==> config.mk <==
export PLATFORM = sky130hd
export DESIGN_NAME = fd_delay_comp
export DESIGN_NICKNAME = d
export VERILOG_FILES = /design/src/rtl/fdc_pkg.sv /design/src/rtl/fdc_mode_dec.sv /design/src/rtl/fdc_delay_meter.sv /design/src/rtl/fdc_ssp_gen.sv /design/src/rtl/fd_delay_comp.sv
export SDC_FILE = /design/constraint.sdc
export NUM_CORES = 1
export LEC_CHECK = 0
export BUFFER_PORTS_ARGS = -buffer_cell sky130_fd_sc_hd__buf_2
export CAP_MARGIN = 5
export CORE_ASPECT_RATIO = 1.75
export CORE_MARGIN = 2
export CORE_UTILIZATION = 63
export CTS_BUF_LIST = sky130_fd_sc_hd__clkbuf_2
export DETAILED_ROUTE_END_ITERATION = 6
export GPL_TIMING_DRIVEN = 1
export PLACE_DENSITY = 0.88
export SLEW_MARGIN = 20
export SYNTH_ARGS = -nofsm -noshare
export SYNTH_HDL_FRONTEND = slang
export SYNTH_SLANG_ARGS = --single-unit
==> constraint.sdc <==
create_clock -name clk -period 7.4 [get_ports clk]
set_input_delay 1.48 -clock clk [delete_from_list [all_inputs] [get_ports clk]]
set_output_delay 1.48 -clock clk [all_outputs]
set_load 0.05 [all_outputs]
==> src/rtl/fdc_pkg.sv <==
package fdc_pkg;
    typedef enum logic [1:0] {
        MODE_OFF  = 2'd0,
        MODE_AUTO = 2'd1,
        MODE_MAN  = 2'd2,
        MODE_BAD  = 2'd3
    } fdc_mode_e;
endpackage

==> src/rtl/fdc_mode_dec.sv <==
module fdc_mode_dec
    import fdc_pkg::*;
(
    input  logic      clk,
    input  logic      rst,
    input  logic      auto_en_i,
    input  logic      man_en_i,
    output fdc_mode_e mode_o,
    output logic      cfg_err_o
);
    typedef struct packed {
        logic cfg_err;
    } st_t;

    st_t st_d, st_q;

    always_comb begin
        unique case ({man_en_i, auto_en_i})
            2'b01:   mode_o = MODE_AUTO;
            2'b10:   mode_o = MODE_MAN;
            2'b11:   mode_o = MODE_BAD;
            default: mode_o = MODE_OFF;
        endcase
        st_d         = st_q;
        st_d.cfg_err = (mode_o == MODE_BAD);
    end

    always_ff @(posedge clk) begin
        if (rst) st_q <= '0;
        else     st_q <= st_d;
    end

    assign cfg_err_o = st_q.cfg_err;
endmodule

==> src/rtl/fdc_delay_meter.sv <==
module fdc_delay_meter #(
    parameter int unsigned DW        = 8,
    parameter int unsigned SAT_LIMIT = 200
) (
    input  logic          clk,
    input  logic          rst,
    input  logic          en_i,
    input  logic          trig_i,
    input  logic          tx_i,
    input  logic          rx_i,
    output logic [DW-1:0] delay_o,
    output logic          done_o
);
    localparam logic [DW-1:0] SAT_V   = SAT_LIMIT[DW-1:0];
    localparam logic [DW-1:0] CNT_ONE = 1;

    typedef struct packed {
        logic          running;
        logic [DW-1:0] cnt;
        logic [DW-1:0] delay;
        logic          done;
        logic          tx_prev;
        logic          rx_prev;
    } st_t;

    st_t  st_d, st_q;
    logic tx_fall, rx_fall;

    always_comb begin
        tx_fall      = st_q.tx_prev & ~tx_i;
        rx_fall      = st_q.rx_prev & ~rx_i;
        st_d         = st_q;
        st_d.done    = 1'b0;
        st_d.tx_prev = tx_i;
        st_d.rx_prev = rx_i;
        if (en_i && trig_i && tx_fall) begin
            st_d.running = 1'b1;
            st_d.cnt     = CNT_ONE;
        end else if (st_q.running) begin
            if (rx_fall) begin
                st_d.running = 1'b0;
                st_d.delay   = st_q.cnt;
                st_d.done    = 1'b1;
            end else if (st_q.cnt >= SAT_V) begin
                st_d.running = 1'b0;
                st_d.delay   = SAT_V;
                st_d.done    = 1'b1;
            end else begin
                st_d.cnt = st_q.cnt + CNT_ONE;
            end
        end
    end

    always_ff @(posedge clk) begin
        if (rst) begin
            st_q         <= '0;
            st_q.tx_prev <= 1'b1;
            st_q.rx_prev <= 1'b1;
        end else begin
            st_q <= st_d;
        end
    end

    assign delay_o = st_q.delay;
    assign done_o  = st_q.done;
endmodule

==> src/rtl/fdc_ssp_gen.sv <==
module fdc_ssp_gen
    import fdc_pkg::*;
#(
    parameter int unsigned DW = 8
) (
    input  logic          clk,
    input  logic          rst,
    input  logic          bit_start_i,
    input  fdc_mode_e     mode_i,
    input  logic [DW-1:0] meas_dly_i,
    input  logic [DW-1:0] cfg_dly_i,
    input  logic [DW-1:0] off_i,
    input  logic [DW-1:0] filt_i,
    input  logic [DW-1:0] nom_i,
    output logic          ssp_o,
    output logic          comp_o
);
    localparam int unsigned   PW      = DW + 2;
    localparam logic [PW-1:0] POS_ONE = 1;
    localparam logic [PW-1:0] POS_MAX = '1;

    typedef struct packed {
        logic [PW-1:0] pos;
        logic [PW-1:0] tgt;
        logic          armed;
        logic          comp;
        logic          ssp;
    } st_t;

    st_t           st_d, st_q;
    logic [DW-1:0] dly_sel;
    logic [DW:0]   sum;
    logic          filt_hit;
    logic          comp_now;
    logic [PW-1:0] tgt_now;
    logic [PW-1:0] pos_nx;

    always_comb begin
        dly_sel  = (mode_i == MODE_AUTO) ? meas_dly_i : cfg_dly_i;
        sum      = {1'b0, dly_sel} + {1'b0, off_i};
        filt_hit = (mode_i == MODE_AUTO) && (filt_i > off_i) && (sum < {1'b0, filt_i});
        comp_now = ((mode_i == MODE_AUTO) || (mode_i == MODE_MAN)) && !filt_hit;
        tgt_now  = comp_now ? {1'b0, sum} : {2'b00, nom_i};
        pos_nx   = (st_q.pos == POS_MAX) ? st_q.pos : st_q.pos + POS_ONE;

        st_d     = st_q;
        st_d.ssp = 1'b0;
        if (bit_start_i) begin
            st_d.pos   = '0;
            st_d.tgt   = tgt_now;
            st_d.comp  = comp_now;
            st_d.ssp   = (tgt_now == '0);
            st_d.armed = (tgt_now != '0);
        end else begin
            st_d.pos = pos_nx;
            if (st_q.armed && (pos_nx == st_q.tgt)) begin
                st_d.ssp   = 1'b1;
                st_d.armed = 1'b0;
            end
        end
    end

    always_ff @(posedge clk) begin
        if (rst) st_q <= '0;
        else     st_q <= st_d;
    end

    assign ssp_o  = st_q.ssp;
    assign comp_o = st_q.comp;
endmodule

==> src/rtl/fd_delay_comp.sv <==
module fd_delay_comp
    import fdc_pkg::*;
#(
    parameter int unsigned DW        = 8,
    parameter int unsigned SAT_LIMIT = 200
) (
    input  logic          clk,
    input  logic          rst,
    input  logic          tx_i,
    input  logic          rx_i,
    input  logic          bit_start_i,
    input  logic          meas_trig_i,
    input  logic          auto_en_i,
    input  logic          man_en_i,
    input  logic [DW-1:0] cfg_delay_i,
    input  logic [DW-1:0] cfg_offset_i,
    input  logic [DW-1:0] cfg_filter_i,
    input  logic [DW-1:0] nom_sp_i,
    output logic          ssp_o,
    output logic [DW-1:0] delay_o,
    output logic          comp_active_o,
    output logic          cfg_err_o
);
    fdc_mode_e     mode;
    logic [DW-1:0] meas_dly;
    logic          meas_done;

    fdc_mode_dec u_mode (
        .clk       (clk),
        .rst       (rst),
        .auto_en_i (auto_en_i),
        .man_en_i  (man_en_i),
        .mode_o    (mode),
        .cfg_err_o (cfg_err_o)
    );

    fdc_delay_meter #(.DW(DW), .SAT_LIMIT(SAT_LIMIT)) u_meter (
        .clk     (clk),
        .rst     (rst),
        .en_i    (mode == MODE_AUTO),
        .trig_i  (meas_trig_i),
        .tx_i    (tx_i),
        .rx_i    (rx_i),
        .delay_o (meas_dly),
        .done_o  (meas_done)
    );

    fdc_ssp_gen #(.DW(DW)) u_ssp (
        .clk         (clk),
        .rst         (rst),
        .bit_start_i (bit_start_i),
        .mode_i      (mode),
        .meas_dly_i  (meas_dly),
        .cfg_dly_i   (cfg_delay_i),
        .off_i       (cfg_offset_i),
        .filt_i      (cfg_filter_i),
        .nom_i       (nom_sp_i),
        .ssp_o       (ssp_o),
        .comp_o      (comp_active_o)
    );

    assign delay_o = meas_dly;
endmodule

# == Word level (Yosys, flattened, before mapping) ==
# Index checks and enable logic that the tools add are counted.
# Widths: inputs -> output; s select.
# word_totals
in_bits,40
regBits,43
out_inout_bits,11
# op_classes
n_addsub,3
mux,16
eq_ne,10
n_reduce_logical,18
n_bitwise,7
order_cmp,3
# ops
op,count
$mux 9,4
$mux 8,3
$mux 18,1
$add 10x1->10 const B,1
$eq 10x10->1,1
$eq 10x10->1 const B,1
$logic_not 10->1,1
$mux 10,1
$reduce_bool 10->1,1
$add 8x8->9,1
$lt 9x8->1,1
$reduce_and 3->1,3
$add 8x1->8 const B,1
$eq 2x2->1 const B,4
$ge 8x8->1 const B,1
$gt 8x8->1,1
$logic_and 1x1->1,6
$mux 1,6
$pmux 2 s3,1
$reduce_bool 2->1,3
$not 1->1,5
$eq 2x1->1 const B,2
$reduce_or 2->1,2
$and 1x1->1,2
4 further kinds,4

# == Depth between registers and ports, before layout ==
# logic_depth
depth_word,12
mapped_depth,20
ltp_nobuf,18

# == Hierarchy ==
# A second synthesis with hierarchy kept.
# hier_totals
hier_cells,385
area_unflattened_um2,3223.1
# by_module_without_submodules
mod,area_each_um2,cells_each,instances
fdc_ssp_gen,2209.6,274,1
fdc_delay_meter,963.4,106,1
fdc_mode_dec,36.3,4,1
fd_delay_comp,13.8,1,1

# == Worst setup path before layout ==
# No wires, ideal clock.
# synth_path
path_type,input to register
startpoint,input man_en_i
endpoint,register u_ssp.st_q (netlist bit u_ssp.ssp_o)
arrival_time_ns,4.819
path_slack_ns,2.460
stages,17
required_ns,7.278
cell_sequence,inv_1 -> ha_1 -> clkbuf_1 -> mux2_2 -> ha_1 -> and3_1 -> a221o_1 -> a21boi_0 -> o21bai_1 -> xor2_1 -> ha_1 -> o21ai_0 -> o22a_1 -> a31oi_1 -> buf_2 -> a211oi_1 -> o311a_1
# synth_via
elab_chain_cells,12
elab_cells_between_ends,17
# synth_rtl
element,line,source
from (decl),fd_delay_comp.sv:14,"input logic man_en_i,"
$eq 2x2->1 / $eq 2x1->1 (equally long branches),fdc_mode_dec.sv:18,"unique case ({man_en_i, auto_en_i})"
$pmux 2 s3 *,fdc_mode_dec.sv:18,
$eq 2x1->1,"fdc_ssp_gen.sv:39, fdc_ssp_gen.sv:41, fdc_ssp_gen.sv:42",
$mux 8,fdc_ssp_gen.sv:39,dly_sel = (mode_i == MODE_AUTO) ? meas_dly_i : cfg_dly_i;
$add 8x8->9,fdc_ssp_gen.sv:40,"sum = {1'b0, dly_sel} + {1'b0, off_i};"
$lt 9x8->1,fdc_ssp_gen.sv:41,"filt_hit = (mode_i == MODE_AUTO) && (filt_i > off_i) && (sum < {1'b0, filt_i});"
$logic_and 1x1->1,fdc_ssp_gen.sv:41,
$logic_not 1->1,fdc_ssp_gen.sv:42,comp_now = ((mode_i == MODE_AUTO) || (mode_i == MODE_MAN)) && !filt_hit;
$logic_and 1x1->1,fdc_ssp_gen.sv:42,
$mux 9 *,fdc_ssp_gen.sv:43,"tgt_now = comp_now ? {1'b0, sum} : {2'b00, nom_i};"
$logic_not 10->1 *,fdc_ssp_gen.sv:52,st_d.ssp = (tgt_now == '0);
$mux 1 *,fdc_ssp_gen.sv:48,if (bit_start_i) begin
to (signal assigned),fdc_ssp_gen.sv:65,else st_q <= st_d;
to (decl),fdc_ssp_gen.sv:30,"st_t st_d, st_q;"
# Every way passes the cells marked *; elsewhere a longest branch is shown, timed or not.
# A chain may end at the register's enable or synchronous reset.

# == Worst setup path in the final report ==
# Ends and elaborated chain as after synthesis.

==> impl_metrics.json <==
{
  "worstSkewPairLatency_ns": 0.43,
  "fin_nets": 462,
  "max_freq_ghz": 0.194,
  "clock-root-buffer": "clkbuf_2",
  "tightest_slew_ns": 0.715,
  "clkTransAtPathRegs_ns": 0.22,
  "finClkSkew_ns": 0.0278,
  "cap_violations": 0,
  "irDropWorstVdd_mv": 0.133,
  "cts_hold_buf": 0,
  "grt_pass1_vias": 2653,
  "fp.dieH_um": 94.4,
  "drv_slew": 0,
  "min_to": "u_ssp.st_q[11]",
  "synthArstFlopShare_pct": 0,
  "r2r-end": "u_ssp.ssp_o",
  "cts.repair.resized": 0,
  "ant_nets": 0,
  "first_pass_iters": 4,
  "synthCells": 352,
  "via_count": 2700,
  "wl_per_cell_um": 15.9,
  "yosys_warnings": 0,
  "gp_congestion": 0.960,
  "preCtsSetupSlack_ns": 1.49,
  "wl_mm": 7.03,
  "critPathCaptureType": "flop",
  "overflow": 0,
  "die_w_um": 55.7,
  "setup_viol": 0,
  "cts_max_path_buffers": 2,
  "grt_max_degree": 26,
  "drt-initial-drc-count": 86,
  "core_area_um2": 4440,
  "fin_crit_ns": 5.16,
  "tns_ns": 0,
  "synth_area_um2": 2940,
  "rrSetupSlack_ns": 3.54,
  "ys_ff_latch": 42,
  "critical_path_arrival_ns": 5.53,
  "syn_nets": 423,
  "p_leak_uw": 0.00148,
  "power_density_nw_per_um2": 159,
  "max_slew_margin_pct": 52.2,
  "syn_avg_cell_area_um2": 8.36,
  "dieArea_um2": 5260,
  "critPathMaxFanout": 11,
  "grt_usage_pct": 27.8,
  "clock-sinks": 42,
  "rsz0062_at_grt": "false",
  "yosysSeqAreaShare_pct": 28.6,
  "status": "completed",
  "port_buffers": 50,
  "whs_ns": 0.500,
  "hold_path_class": "reg2reg",
  "cts_made_buffers": 5,
  "vias_per_cell": 6.09,
  "area_growth_pct": 9.56,
  "drc_errors": 0,
  "grt_antenna_before_repair": 0,
  "cp-start-kind": "input pin",
  "grt_pass1_wl_mm": 11.5,
  "io_pins": 51,
  "post-route-period-util_pct": 69.7,
  "synth.distinct_cells": 59,
  "final_core_util_pct": 72.6,
  "r2r_cells": 16,
  "reg2reg_from": "u_meter.delay_o[0]",
  "worst-endpoint-required_ns": 7.77,
  "hold_viol": 0,
  "post_cts_buffers": 0,
  "min_path_cells": 2,
  "layout-drive-gt1-share_pct": 20.7,
  "ys.flop_type": "dfxtp_1",
  "hpwl_mm": 5.68,
  "finalWorstSetupSlack_ns": 2.24,
  "min-delay-start": "u_ssp.st_q[11]",
  "htreeDepth": 2,
  "rows": 32,
  "antenna_cells": 0,
  "power_uw": 514,
  "cts_tree": "done",
  "initial_utilization_pct": 66.2,
  "critPathKind": "in2reg",
  "synth_edf_count": 0
}
[Yosys cell counts (2+ instances only)]
cell type  instances  area [um2]
dfxtp_1           42         841
nor2_1            41         154
inv_1             31         116
ha_1              30         375
nand2_1           23        86.3
a21oi_1           22         110
mux2i_1           14         140
a211oi_1          11        82.6
o21ai_0           11        55.1
xor2_1            10        87.6
nand4_1            9        56.3
buf_4              8        60.1
mux2_2             8        90.1
xnor2_1            8        70.1
a22oi_1            6        45.0
clkbuf_1           6        22.5
nand3_1            6        30.0
nor2b_1            6        37.5
and3_1             5        31.3
or2_2              4        25.0
buf_2              3        15.0
nor3_1             3        15.0
or3_1              3        18.8
a21boi_0           2        15.0
a31oi_1            2        12.5
nand2b_1           2        12.5
nor3b_1            2        15.0
o21bai_1           2        15.0
o311ai_0           2        17.5
[registers in the layout, summed over array words and instances (netlist names)]
| register | flops |
|---|---|
| u_meter.delay_o | 8 |
| u_meter.st_q | 11 |
| u_mode.cfg_err_o | 1 |
| u_ssp.comp_o | 1 |
| u_ssp.ssp_o | 1 |
| u_ssp.st_q | 20 |
[power breakdown]
part / switching [uW] / internal (uW) / leakage (uW) / total (uW)
clock: 80.0 / 56.7 / 0.0000352 / 137
combinational: 78.3 / 58.8 / 0.00110 / 137
sequential: 5.77 / 234 / 0.000342 / 240
total: 164 / 350 / 0.00148 / 514
[layer usage]
metal | vias up | part of all wire [%] | routed length, um | global-route usage (%)
met5 | - | 0 | 0 | 0
met4 | 0 | 7.3 | 516 | 21.7
met3 | 39 | 3.4 | 238 | 3.84
met2 | 95 | 52 | 3640 | 50.8
met1 | 1251 | 37 | 2630 | 27.8
li1 | 1315 | - | - | -
[how the worst max path moves through the flow]
stage / start / end / slack, ns / cells past startpoint
6_report: man_en_i / u_ssp.ssp_o / 2.24 / 16
3_5_place_dp: man_en_i / u_ssp.st_q[2] / 1.49 / 16
5_1_grt: man_en_i / u_ssp.ssp_o / 1.92 / 17
4_1_cts: man_en_i / u_ssp.ssp_o / 1.94 / 16
2_1_floorplan: man_en_i / u_ssp.ssp_o / 2.46 / 17
3_3_place_gp: man_en_i / u_ssp.st_q[2] / 1.65 / 16
[stage by stage]
stage	instances	instance area [um2]
after floorplan	352	2940
after global placement	435	3150
after detailed placement	435	3150
after CTS	443	3220
after global routing	443	3230
final	443	3230
[layout make-up]
type | instances | area [um2]
multi-input cells | 261 | 1880
flip-flops and latches | 42 | 841
inverters | 31 | 116
clock buffers | 5 | 25.0
well taps | 51 | 63.8
clock inverters | 3 | 45.0
repair buffers | 50 | 250
fillers | 350 | 1220
[critical path, stage by stage]
cell,delay (ns)
buf_2,0.11
inv_1,0.05
ha_1,0.41
mux2_2,0.39
ha_1,0.33
and3_1,0.18
a221o_1,0.35
a21boi_0,0.18
o21bai_1,0.10
xor2_1,0.18
ha_1,0.29
o21ai_0,0.08
o22a_1,0.20
a31oi_2,0.55
nor4bb_1,0.47
o311a_1,0.19
[cell usage in the layout (no fill, tap or decap), types with 8 or more instances in the layout]
cell and count:
mux2i_1 14, ha_1 30, mux2_2 8, xnor2_1 8
inv_1 31, xor2_1 10, o21ai_0 11, nand2_1 23
nor2_1 41, buf_2 50, a21oi_1 22, nand4_1 9
a211oi_1 11, dfxtp_1 42
[cells by family (layout without fill, tap and decap cells)]
kind of cell	after synthesis	count (layout)	share of synthesized area, %
compound gates	73	73	16.5
flops	42	42	28.6
mux	23	23	8.58
simple gates	116	116	19.9
buf+inv	49	89	7.65
xor+xnor	18	18	5.35
fa+ha+maj	31	31	13.4
Power figures use the tool's default switching activity.
